## src/rtl/opg_pkg.sv

```systemverilog
package opg_pkg;

  localparam int INSN_W  = 16;
  localparam int REG_AW  = 2;

  localparam logic [3:0] OPG_MAJOR = 4'b0000;
  localparam logic [1:0] OPG_GROUP = 2'b10;

  typedef enum logic [2:0] {
    FN_MOVE = 3'd0,
    FN_INC  = 3'd1,
    FN_ADD  = 3'd2,
    FN_XOR  = 3'd3,
    FN_NOT  = 3'd4,
    FN_NEG  = 3'd5,
    FN_DEC  = 3'd6,
    FN_SUB  = 3'd7
  } opg_fn_e;

  typedef enum logic [1:0] {
    TS_NONE = 2'd0,
    TS_POS  = 2'd1,
    TS_NEG  = 2'd2,
    TS_ZERO = 2'd3
  } opg_test_e;

  typedef struct packed {
    opg_fn_e             fn;
    opg_test_e           test;
    logic [REG_AW-1:0]   src;
    logic [REG_AW-1:0]   dst;
  } opg_dec_t;

endpackage

```

## src/rtl/opg_decode.sv

```systemverilog
module opg_decode
  import opg_pkg::*;
#(
  parameter bit HAS_EXT = 1'b1
) (
  input  logic              valid,
  input  logic [INSN_W-1:0] insn,
  output opg_dec_t          dec,
  output logic              go,
  output logic              refuse
);

  localparam logic [REG_AW-1:0] EXT_CODE = REG_AW'(3);

  logic hit;
  logic uses_ext;

  always_comb begin
    dec.fn   = opg_fn_e'(insn[8:6]);
    dec.test = opg_test_e'(insn[5:4]);
    dec.src  = insn[3:2];
    dec.dst  = insn[1:0];
  end

  assign hit = valid
            && (insn[15:12] == OPG_MAJOR)
            && (insn[11:10] == OPG_GROUP)
            && !insn[9];

  generate
    if (HAS_EXT) begin : g_full
      assign uses_ext = 1'b0;
    end else begin : g_reduced
      assign uses_ext = (dec.src == EXT_CODE) || (dec.dst == EXT_CODE);
    end
  endgenerate

  assign go     = hit && !uses_ext;
  assign refuse = hit && uses_ext;

endmodule

```

## src/rtl/opg_regfile.sv

```systemverilog
module opg_regfile
  import opg_pkg::*;
#(
  parameter int DATA_W   = 16,
  parameter int NUM_REGS = 4
) (
  input  logic              clk,
  input  logic              rst,
  input  logic              we,
  input  logic [REG_AW-1:0] waddr,
  input  logic [DATA_W-1:0] wdata,
  input  logic              ld_en,
  input  logic [REG_AW-1:0] ld_addr,
  input  logic [DATA_W-1:0] ld_data,
  input  logic [REG_AW-1:0] s_addr,
  input  logic [REG_AW-1:0] d_addr,
  input  logic [REG_AW-1:0] r_addr,
  output logic [DATA_W-1:0] s_data,
  output logic [DATA_W-1:0] d_data,
  output logic [DATA_W-1:0] r_data
);

  logic [DATA_W-1:0] q [NUM_REGS];

  genvar gi;
  generate
    for (gi = 0; gi < NUM_REGS; gi++) begin : g_ent
      localparam logic [REG_AW-1:0] IDX = REG_AW'(gi);
      always_ff @(posedge clk) begin
        if (rst) begin
          q[gi] <= '0;
        end else if (we && (waddr == IDX)) begin
          q[gi] <= wdata;
        end else if (ld_en && (ld_addr == IDX)) begin
          q[gi] <= ld_data;
        end
      end
    end
  endgenerate

  always_comb begin
    s_data = '0;
    d_data = '0;
    r_data = '0;
    for (int k = 0; k < NUM_REGS; k++) begin
      if (s_addr == REG_AW'(k)) s_data = q[k];
      if (d_addr == REG_AW'(k)) d_data = q[k];
      if (r_addr == REG_AW'(k)) r_data = q[k];
    end
  end

endmodule

```

## src/rtl/opg_func.sv

```systemverilog
module opg_func
  import opg_pkg::*;
#(
  parameter int DATA_W = 16
) (
  input  opg_fn_e           fn,
  input  logic [DATA_W-1:0] s,
  input  logic [DATA_W-1:0] d,
  output logic [DATA_W-1:0] r
);

  localparam logic [DATA_W-1:0] ONE = DATA_W'(1);

  always_comb begin
    unique case (fn)
      FN_MOVE: r = s;
      FN_INC:  r = s + ONE;
      FN_ADD:  r = s + d;
      FN_XOR:  r = s ^ d;
      FN_NOT:  r = ~s;
      FN_NEG:  r = ~s + ONE;
      FN_DEC:  r = s - ONE;
      FN_SUB:  r = s - d;
      default: r = s;
    endcase
  end

endmodule

```

## src/rtl/opg_skip.sv

```systemverilog
module opg_skip
  import opg_pkg::*;
#(
  parameter int DATA_W = 16
) (
  input  opg_test_e         test,
  input  logic [DATA_W-1:0] val,
  output logic              skip
);

  logic is_zero;
  logic is_neg;

  assign is_zero = (val == '0);
  assign is_neg  = val[DATA_W-1];

  always_comb begin
    unique case (test)
      TS_NONE: skip = 1'b0;
      TS_POS:  skip = !is_neg && !is_zero;
      TS_NEG:  skip = is_neg;
      TS_ZERO: skip = is_zero;
      default: skip = 1'b0;
    endcase
  end

endmodule

```

## src/rtl/opg_alu.sv

```systemverilog
module opg_alu
  import opg_pkg::*;
#(
  parameter int DATA_W  = 16,
  parameter bit HAS_EXT = 1'b1
) (
  input  logic              clk,
  input  logic              rst,
  input  logic              insn_valid,
  input  logic [15:0]       insn,
  input  logic              ld_en,
  input  logic [1:0]        ld_sel,
  input  logic [DATA_W-1:0] ld_data,
  input  logic [1:0]        rd_sel,
  output logic [DATA_W-1:0] rd_data,
  output logic              skip_o,
  output logic              done_o,
  output logic              illegal_o
);

  localparam int NUM_REGS = HAS_EXT ? 4 : 3;

  opg_dec_t          dec;
  logic              go;
  logic              refuse;
  logic [DATA_W-1:0] s_val;
  logic [DATA_W-1:0] d_val;
  logic [DATA_W-1:0] res;
  logic              skip_nx;

  opg_decode #(.HAS_EXT(HAS_EXT)) u_dec (
    .valid  (insn_valid),
    .insn   (insn),
    .dec    (dec),
    .go     (go),
    .refuse (refuse)
  );

  opg_regfile #(.DATA_W(DATA_W), .NUM_REGS(NUM_REGS)) u_rf (
    .clk     (clk),
    .rst     (rst),
    .we      (go),
    .waddr   (dec.dst),
    .wdata   (res),
    .ld_en   (ld_en),
    .ld_addr (ld_sel),
    .ld_data (ld_data),
    .s_addr  (dec.src),
    .d_addr  (dec.dst),
    .r_addr  (rd_sel),
    .s_data  (s_val),
    .d_data  (d_val),
    .r_data  (rd_data)
  );

  opg_func #(.DATA_W(DATA_W)) u_fn (
    .fn (dec.fn),
    .s  (s_val),
    .d  (d_val),
    .r  (res)
  );

  opg_skip #(.DATA_W(DATA_W)) u_skip (
    .test (dec.test),
    .val  (res),
    .skip (skip_nx)
  );

  always_ff @(posedge clk) begin
    if (rst) begin
      skip_o    <= 1'b0;
      done_o    <= 1'b0;
      illegal_o <= 1'b0;
    end else begin
      skip_o    <= go && skip_nx;
      done_o    <= go;
      illegal_o <= refuse;
    end
  end

endmodule

```

## config.mk

```make
export PLATFORM = sky130hd
export DESIGN_NAME = opg_alu
export DESIGN_NICKNAME = d
export VERILOG_FILES = /design/src/rtl/opg_pkg.sv /design/src/rtl/opg_decode.sv /design/src/rtl/opg_regfile.sv /design/src/rtl/opg_func.sv /design/src/rtl/opg_skip.sv /design/src/rtl/opg_alu.sv
export SDC_FILE = /design/constraint.sdc
export NUM_CORES = 1
export LEC_CHECK = 0
export ABC_AREA = 1
export ABC_CLOCK_PERIOD_IN_PS = 3870
export BUFFER_PORTS_ARGS = -buffer_cell sky130_fd_sc_hd__buf_2
export CAP_MARGIN = 15
export CORE_MARGIN = 8
export CORE_UTILIZATION = 30
export CTS_BUF_LIST = sky130_fd_sc_hd__clkbuf_8
export CTS_CLUSTER_SIZE = 8
export DETAILED_ROUTE_END_ITERATION = 10
export PLACE_DENSITY_LB_ADDON = 0.3
export REMOVE_ABC_BUFFERS = 1
export SYNTH_ARGS = -nofsm -noshare
export SYNTH_HDL_FRONTEND = slang
export SYNTH_SLANG_ARGS = --single-unit
```

## constraint.sdc

```tcl
create_clock -name clk -period 3.87 [get_ports clk]
set_clock_uncertainty 0.2 [all_clocks]
set_input_delay 0.1935 -clock clk [delete_from_list [all_inputs] [get_ports clk]]
set_output_delay 0.1935 -clock clk [all_outputs]
set_load 0.01 [all_outputs]
```

* Yosys cells after proc, flatten, opt, wreduce, memory -nomap -nowiden
Memories as Yosys holds them, arrays and structs flattened.
Cells that the tools add are included.
** Word-level totals
- RAM bits :: 64
- Bits in latches :: 0
- Output and inout bits :: 19
- Bits in registers :: 2
- Bits in read-only memories :: 0
- Memories kept :: 1
- Input port bits :: 40
** Memories
- u_rf.q :: depth 4, width 16, read ports 4, clocked after memory_dff 0, write ports 4, RTL line opg_regfile.sv:23 : logic [DATA_W-1:0] q [NUM_REGS];
** Cells by class
- $mul :: 0
- Add/subtract/negate cells :: 5
- Shift-type cells :: 0
- Reduce and logical (&&, ||, !) cells :: 24
- Mux-type cells :: 52
- $lt $le $gt $ge :: 0
- Equality and inequality tests :: 23
- Bitwise operators :: 10
- Divide/modulo/power cells :: 0
** Operator list (number)
- 2-to-1 mux 16 bit :: 20
- one-hot mux 16 bit (8 select lines) :: 1
- adder 16 x 1 -> 16 bit (second input constant) :: 2
- 2-to-1 mux 1 bit :: 30
- == test 2 bit (second input constant) :: 11
- adder 16 bit :: 1
- logical NOT 16 bit :: 1
- inverter 16 bit :: 1
- subtractor 16 x 1 -> 16 bit (second input constant) :: 1
- subtractor 16 bit :: 1
- XOR 16 bit :: 1
- logical AND 1 bit :: 13
- == test 3 bit (second input constant) :: 4
- == test 2 x 1 -> 1 bit (second input constant) :: 5
- logical NOT 2 bit :: 5
- bitwise OR 1 bit :: 8
- == test 3 x 2 -> 1 bit (second input constant) :: 2
- logical NOT 4 bit :: 1
- one-hot mux 1 bit (4 select lines) :: 1
- == test 3 x 1 -> 1 bit (second input constant) :: 1
- logical NOT 1 bit :: 3
- logical NOT 3 bit :: 1

* Logic depth before layout (Yosys ltp)
- Depth in word-level cells :: 13
- Mapped depth :: 36
- Mapped depth without buffers :: 36

* By module
From an unflattened synthesis, not the netlist that was laid out.
** Second synthesis, totals
- Cells, all modules :: 1081
- Area, all modules :: 6856.6 um^2
** Modules (own cells, without submodules)
- opg_regfile :: instances 1, cells an instance 606, area an instance 4269.1 um^2
- opg_func :: instances 1, cells an instance 423, area an instance 2285.9 um^2
- opg_decode :: instances 1, cells an instance 20, area an instance 112.6 um^2
- opg_skip :: instances 1, cells an instance 23, area an instance 103.8 um^2
- opg_alu :: instances 1, cells an instance 9, area an instance 85.1 um^2

* Least setup slack after synthesis
No wires, ideal clock.
- Kind :: register -> register
- Start point :: memory u_rf.q[1][1]
- End point :: register skip_o
- Stages on the path, launching flop included :: 34
- Period minus slack after synthesis :: 3.706 ns
- Required time :: 3.606 ns
- Setup slack :: 0.164 ns
- Arrival time :: 3.443 ns
- Cells stage by stage :: edfxtp_1 > o21ai_0 > nand3_2 > nand2_2 > ha_1 > nand2_1 > nor2_1 > nand2_1 > inv_1 > nand2_1 > nor2_1 > inv_1 > nor3_2 > nand2_1 > nand2_1 > nand3_1 > nand2_1 > inv_1 > ha_1 > nand2_1 > inv_1 > nand4_1 > or2_2 > nand2_1 > nand2_1 > nand3_1 > nand4_1 > nor2_1 > inv_1 > nor2_1 > nand2_1 > nand2_1 > nand2_1 > nor2_1
** RTL lines
- start, declared :: RTL line opg_regfile.sv:23
- end signal, assigned :: RTL line opg_alu.sv:75 : skip_o <= go && skip_nx;
- end, declared :: RTL line opg_alu.sv:16 : output logic skip_o,

==> metrics.txt <==
# TYPE chip_impl_metric gauge
chip_impl_metric{name="delay_of_the_slowest_cell_on_the_worst_path",unit="ns"} 0.42
chip_impl_metric{name="drt_drc_violations_left",unit=""} 0
chip_impl_metric{name="grt_pass1_wl",unit="um"} 43100
chip_impl_info{name="setup.worst_path.start_class",value="flop"} 1
chip_impl_metric{name="ys_ff_latch",unit=""} 66
chip_impl_info{name="tritoncts",value="yes"} 1
chip_impl_metric{name="gpl.final_weighted_congestion",unit=""} 0.941
chip_impl_metric{name="htreeDepth",unit=""} 3
chip_impl_metric{name="syn-mean-instance-area",unit="um^2"} 6.77
chip_impl_metric{name="async_reset_ff_share",unit="%"} 0
chip_impl_metric{name="critical_path_buf_inv_count",unit=""} 6
chip_impl_metric{name="worst_pin_slew",unit="ns"} 1.01
chip_impl_info{name="worst_setup_path_startpoint",value="u_rf.q[1][1]"} 1
chip_impl_info{name="crit_slowest_cell",value="edfxtp_1"} 1
chip_impl_metric{name="hold_viol_final",unit=""} 0
chip_impl_metric{name="number_of_placement_rows",unit=""} 56
chip_impl_metric{name="cellLeakagePower",unit="nW"} 4.27
chip_impl_metric{name="vias_in_the_first_global_route",unit=""} 7932
chip_impl_info{name="yosysTopAreaCell",value="edfxtp_1"} 1
chip_impl_info{name="failed_checks",value="negative setup slack"} 1
chip_impl_metric{name="detail_route.iter0.violations",unit=""} 804
chip_impl_metric{name="worstPathArrival",unit="ns"} 3.80
chip_impl_info{name="synth.area.top_cells",value="edfxtp_1, nand2_1, nand3_1, inv_1, o22ai_1"} 1
chip_impl_metric{name="core-area",unit="um^2"} 23400
chip_impl_metric{name="cts.sink_count",unit=""} 66
chip_impl_metric{name="maximum_number_of_pins_on_one_net_before_global_route_repair",unit=""} 18
chip_impl_metric{name="first_pass_iters",unit=""} 7
chip_impl_metric{name="post-dp-hpwl",unit="um"} 21600
chip_impl_metric{name="crit_path_max_fanout",unit=""} 4
chip_impl_metric{name="yosysTopAreaCellShare",unit="%"} 26.9
chip_impl_metric{name="drt.antenna.violating_nets",unit=""} 0
chip_impl_metric{name="detailroute.via_count",unit=""} 8189
chip_impl_metric{name="relSlewSlack",unit="%"} 32.0
chip_impl_info{name="worst_hold_path_type",value="primary input to flop"} 1
chip_impl_metric{name="start_util",unit="%"} 30.5
chip_impl_info{name="r2r-start",value="u_rf.q[1][1]"} 1
chip_impl_metric{name="power_per_cell_area",unit="nW/um^2"} 299
chip_impl_info{name="yosysMostFrequentCell",value="nand2_1"} 1
chip_impl_metric{name="cts_buffer_depth",unit=""} 2
chip_impl_metric{name="fin_crit",unit="ns"} 3.95
chip_impl_info{name="cts_root_buf",value="clkbuf_8"} 1
chip_impl_metric{name="avgRoutedWirePerCell",unit="um"} 17.6
chip_impl_metric{name="nFillCells",unit=""} 2469
chip_impl_info{name="timing_worst_setup_path_type",value="flop to flop"} 1
chip_impl_metric{name="final_core_area_utilization",unit="%"} 40.1
chip_impl_info{name="cp-end-kind",value="flop"} 1
chip_impl_metric{name="die_y",unit="um"} 170
chip_impl_metric{name="track_usage",unit="%"} 18.6
chip_impl_metric{name="worst_ir_drop_vdd",unit="mV"} 0.256
chip_impl_metric{name="synth_warnings",unit=""} 0
chip_impl_metric{name="synth_cells",unit=""} 1055
chip_impl_info{name="ys_top_cells_by_count",value="nand2_1, inv_1, nand3_1"} 1
chip_impl_metric{name="fmax",unit="GHz"} 0.253
chip_impl_metric{name="timing.critical_path.required",unit="ns"} 3.72
chip_impl_metric{name="globalRouteOverflowTotal",unit=""} 0
chip_impl_metric{name="post_route_cells_drive_above_1_share",unit="%"} 32.4
chip_impl_metric{name="design.final.nets",unit=""} 1296
chip_impl_metric{name="fp.dieW",unit="um"} 170
chip_impl_metric{name="synth_edf_count",unit=""} 64
chip_impl_metric{name="cts-buffers-inserted",unit=""} 9
chip_impl_metric{name="final-max-slew-violation-count",unit=""} 0
chip_impl_info{name="run_status",value="finished with violations"} 1
chip_impl_metric{name="io_buffer_count",unit=""} 57
chip_impl_metric{name="timing.final.ws_setup",unit="ns"} -0.0846
chip_impl_metric{name="timing.hold.ws",unit="ns"} 0.0274
chip_impl_info{name="min_from",value="ld_data[7]"} 1
chip_impl_info{name="crit_family",value="simple AND/OR/NAND/NOR gates"} 1
chip_impl_metric{name="ios",unit=""} 59
chip_impl_metric{name="die_area",unit="um^2"} 29000
chip_impl_metric{name="clk_transition_reported_paths",unit="ns"} 0.07
chip_impl_metric{name="max-cap-violations",unit=""} 0
chip_impl_metric{name="viasPerCell",unit=""} 5.25
chip_impl_metric{name="antenna_violations_before_repair",unit=""} 0
chip_impl_metric{name="synthToLayoutAreaGrowth",unit="%"} 31.4
chip_impl_metric{name="final_antenna_diode_count",unit=""} 0
chip_impl_metric{name="routed_wirelength",unit="um"} 27400
chip_impl_metric{name="clock_latency",unit="ns"} 0.35
chip_impl_metric{name="synthesis.area",unit="um^2"} 7150
chip_impl_metric{name="synth_sequential_area_ratio",unit="%"} 27.5
chip_impl_info{name="grt_setup_unrepaired",value="true"} 1
chip_impl_metric{name="yosysUniqueCellTypes",unit=""} 56
chip_impl_info{name="synth_flop_cell",value="edfxtp_1"} 1
chip_impl_metric{name="finalSetupViolCount",unit=""} 16
chip_impl_metric{name="timing.final.crit_share",unit="%"} 102
-- final cells by class --
class                      instances  area (um^2)  share of cell area (%)
tap                              319          399                    4.25
inverter                         159          611                    6.50
multi-input combinational        793         4770                    50.8
sequential                        66         1960                    20.9
timing repair buffer             209         1460                    15.6
clock buffer                       9          124                    1.32
clock inverter                     6         58.8                   0.626
-- cells in the final DEF, fill, tap and decap left out, drive strengths merged, types with 3 or more instances in the layout --
cell,synthesis,routed
a211oi,3,3
a21oi,39,39
a221oi,11,11
a22oi,5,5
a31oi,4,4
buf,19,205
clkbuf,18,9
clkinv,1,5
dlygate4sd3,0,4
edfxtp,64,64
ha,17,17
inv,158,158
nand2,268,268
nand3,151,151
nand3b,4,4
nand4,30,30
nor2,96,96
nor3,9,9
o2111ai,4,4
o211ai,8,8
o21ai,53,53
o221ai,3,3
o22ai,68,68
or2,6,6
-- power breakdown --
group / leakage, nW / internal (mW) / switching (mW) / total [mW]
sequential: 0.635 / 0.836 / 0.0402 / 0.876
combinational: 3.54 / 0.540 / 0.832 / 1.37
clock: 0.0902 / 0.289 / 0.271 / 0.560
-- stage by stage --
step | setup TNS, ns | instances | cell area [um^2] | worst slack [ns] | total power [mW]
floorplan | 0 | 1018 | 6900 | 0.125 | 1.54
global placement | -7.45 | 1528 | 8610 | -0.330 | 2.08
detailed placement | -10.16 | 1528 | 8610 | -0.456 | 2.08
CTS | -1.14 | 1555 | 9130 | -0.101 | 2.72
global route | -7.40 | 1561 | 9390 | -0.402 | 2.96
finish | -0.553 | 1561 | 9390 | -0.0846 | 2.81
-- worst paths after layout --
kind,to,slack (ns),depth (start not counted)
min reg2reg,skip_o,0.75,6
max reg2reg,u_rf.q[2][11],-0.08,27
max,u_rf.q[2][11],-0.08,27
min,u_rf.q[2][7],0.03,3
-- tightest hold or removal path: cells and delay by family --
kind	cells	cell delay [ns]
buffers and inverters	2	0.13
AOI/OAI and AO/OA	1	0.12
-- cell families (layout without fill, tap and decap cells) --
| logic type | count (synthesis) | after routing | share of synthesized area, % |
|---|---|---|---|
| AOI/OAI and AO/OA | 203 | 203 | 17.5 |
| xor gates and xnor gates | 2 | 2 | 0.245 |
| adders and majority gates | 18 | 18 | 3.26 |
| buffers and inverters | 196 | 383 | 11.8 |
| DFF | 66 | 66 | 27.5 |
| other | 1 | 1 | 0.0525 |
| and+or+nand+nor | 569 | 569 | 39.7 |
-- what timing repair did --
| item | 4_1_cts | 5_1_grt |
|---|---|---|
| pin swaps | 42 | 50 |
| setup endpoints to repair | 37 | 49 |
| endpoints found under the hold margin | 2 | 0 |
| hold buffers | 4 | 0 |
| setup buffers | 8 | 6 |
| resized for setup | 66 | 62 |
-- registers in the layout, summed over array words and instances (netlist names) --
signal	flops
skip_o	1
done_o	1
u_rf.q	64
-- per-layer routing --
layer / up-vias / wire, um / GRT usage (%)
li1: 4005 / - / -
met1: 3830 / 12100 / 24.3
met2: 312 / 13200 / 31.7
met3: 42 / 1610 / 2.20
met4: 0 / 530 / 5.49
met5: - / 0 / 0
Note: power is estimated with default switching activity, not from simulation.
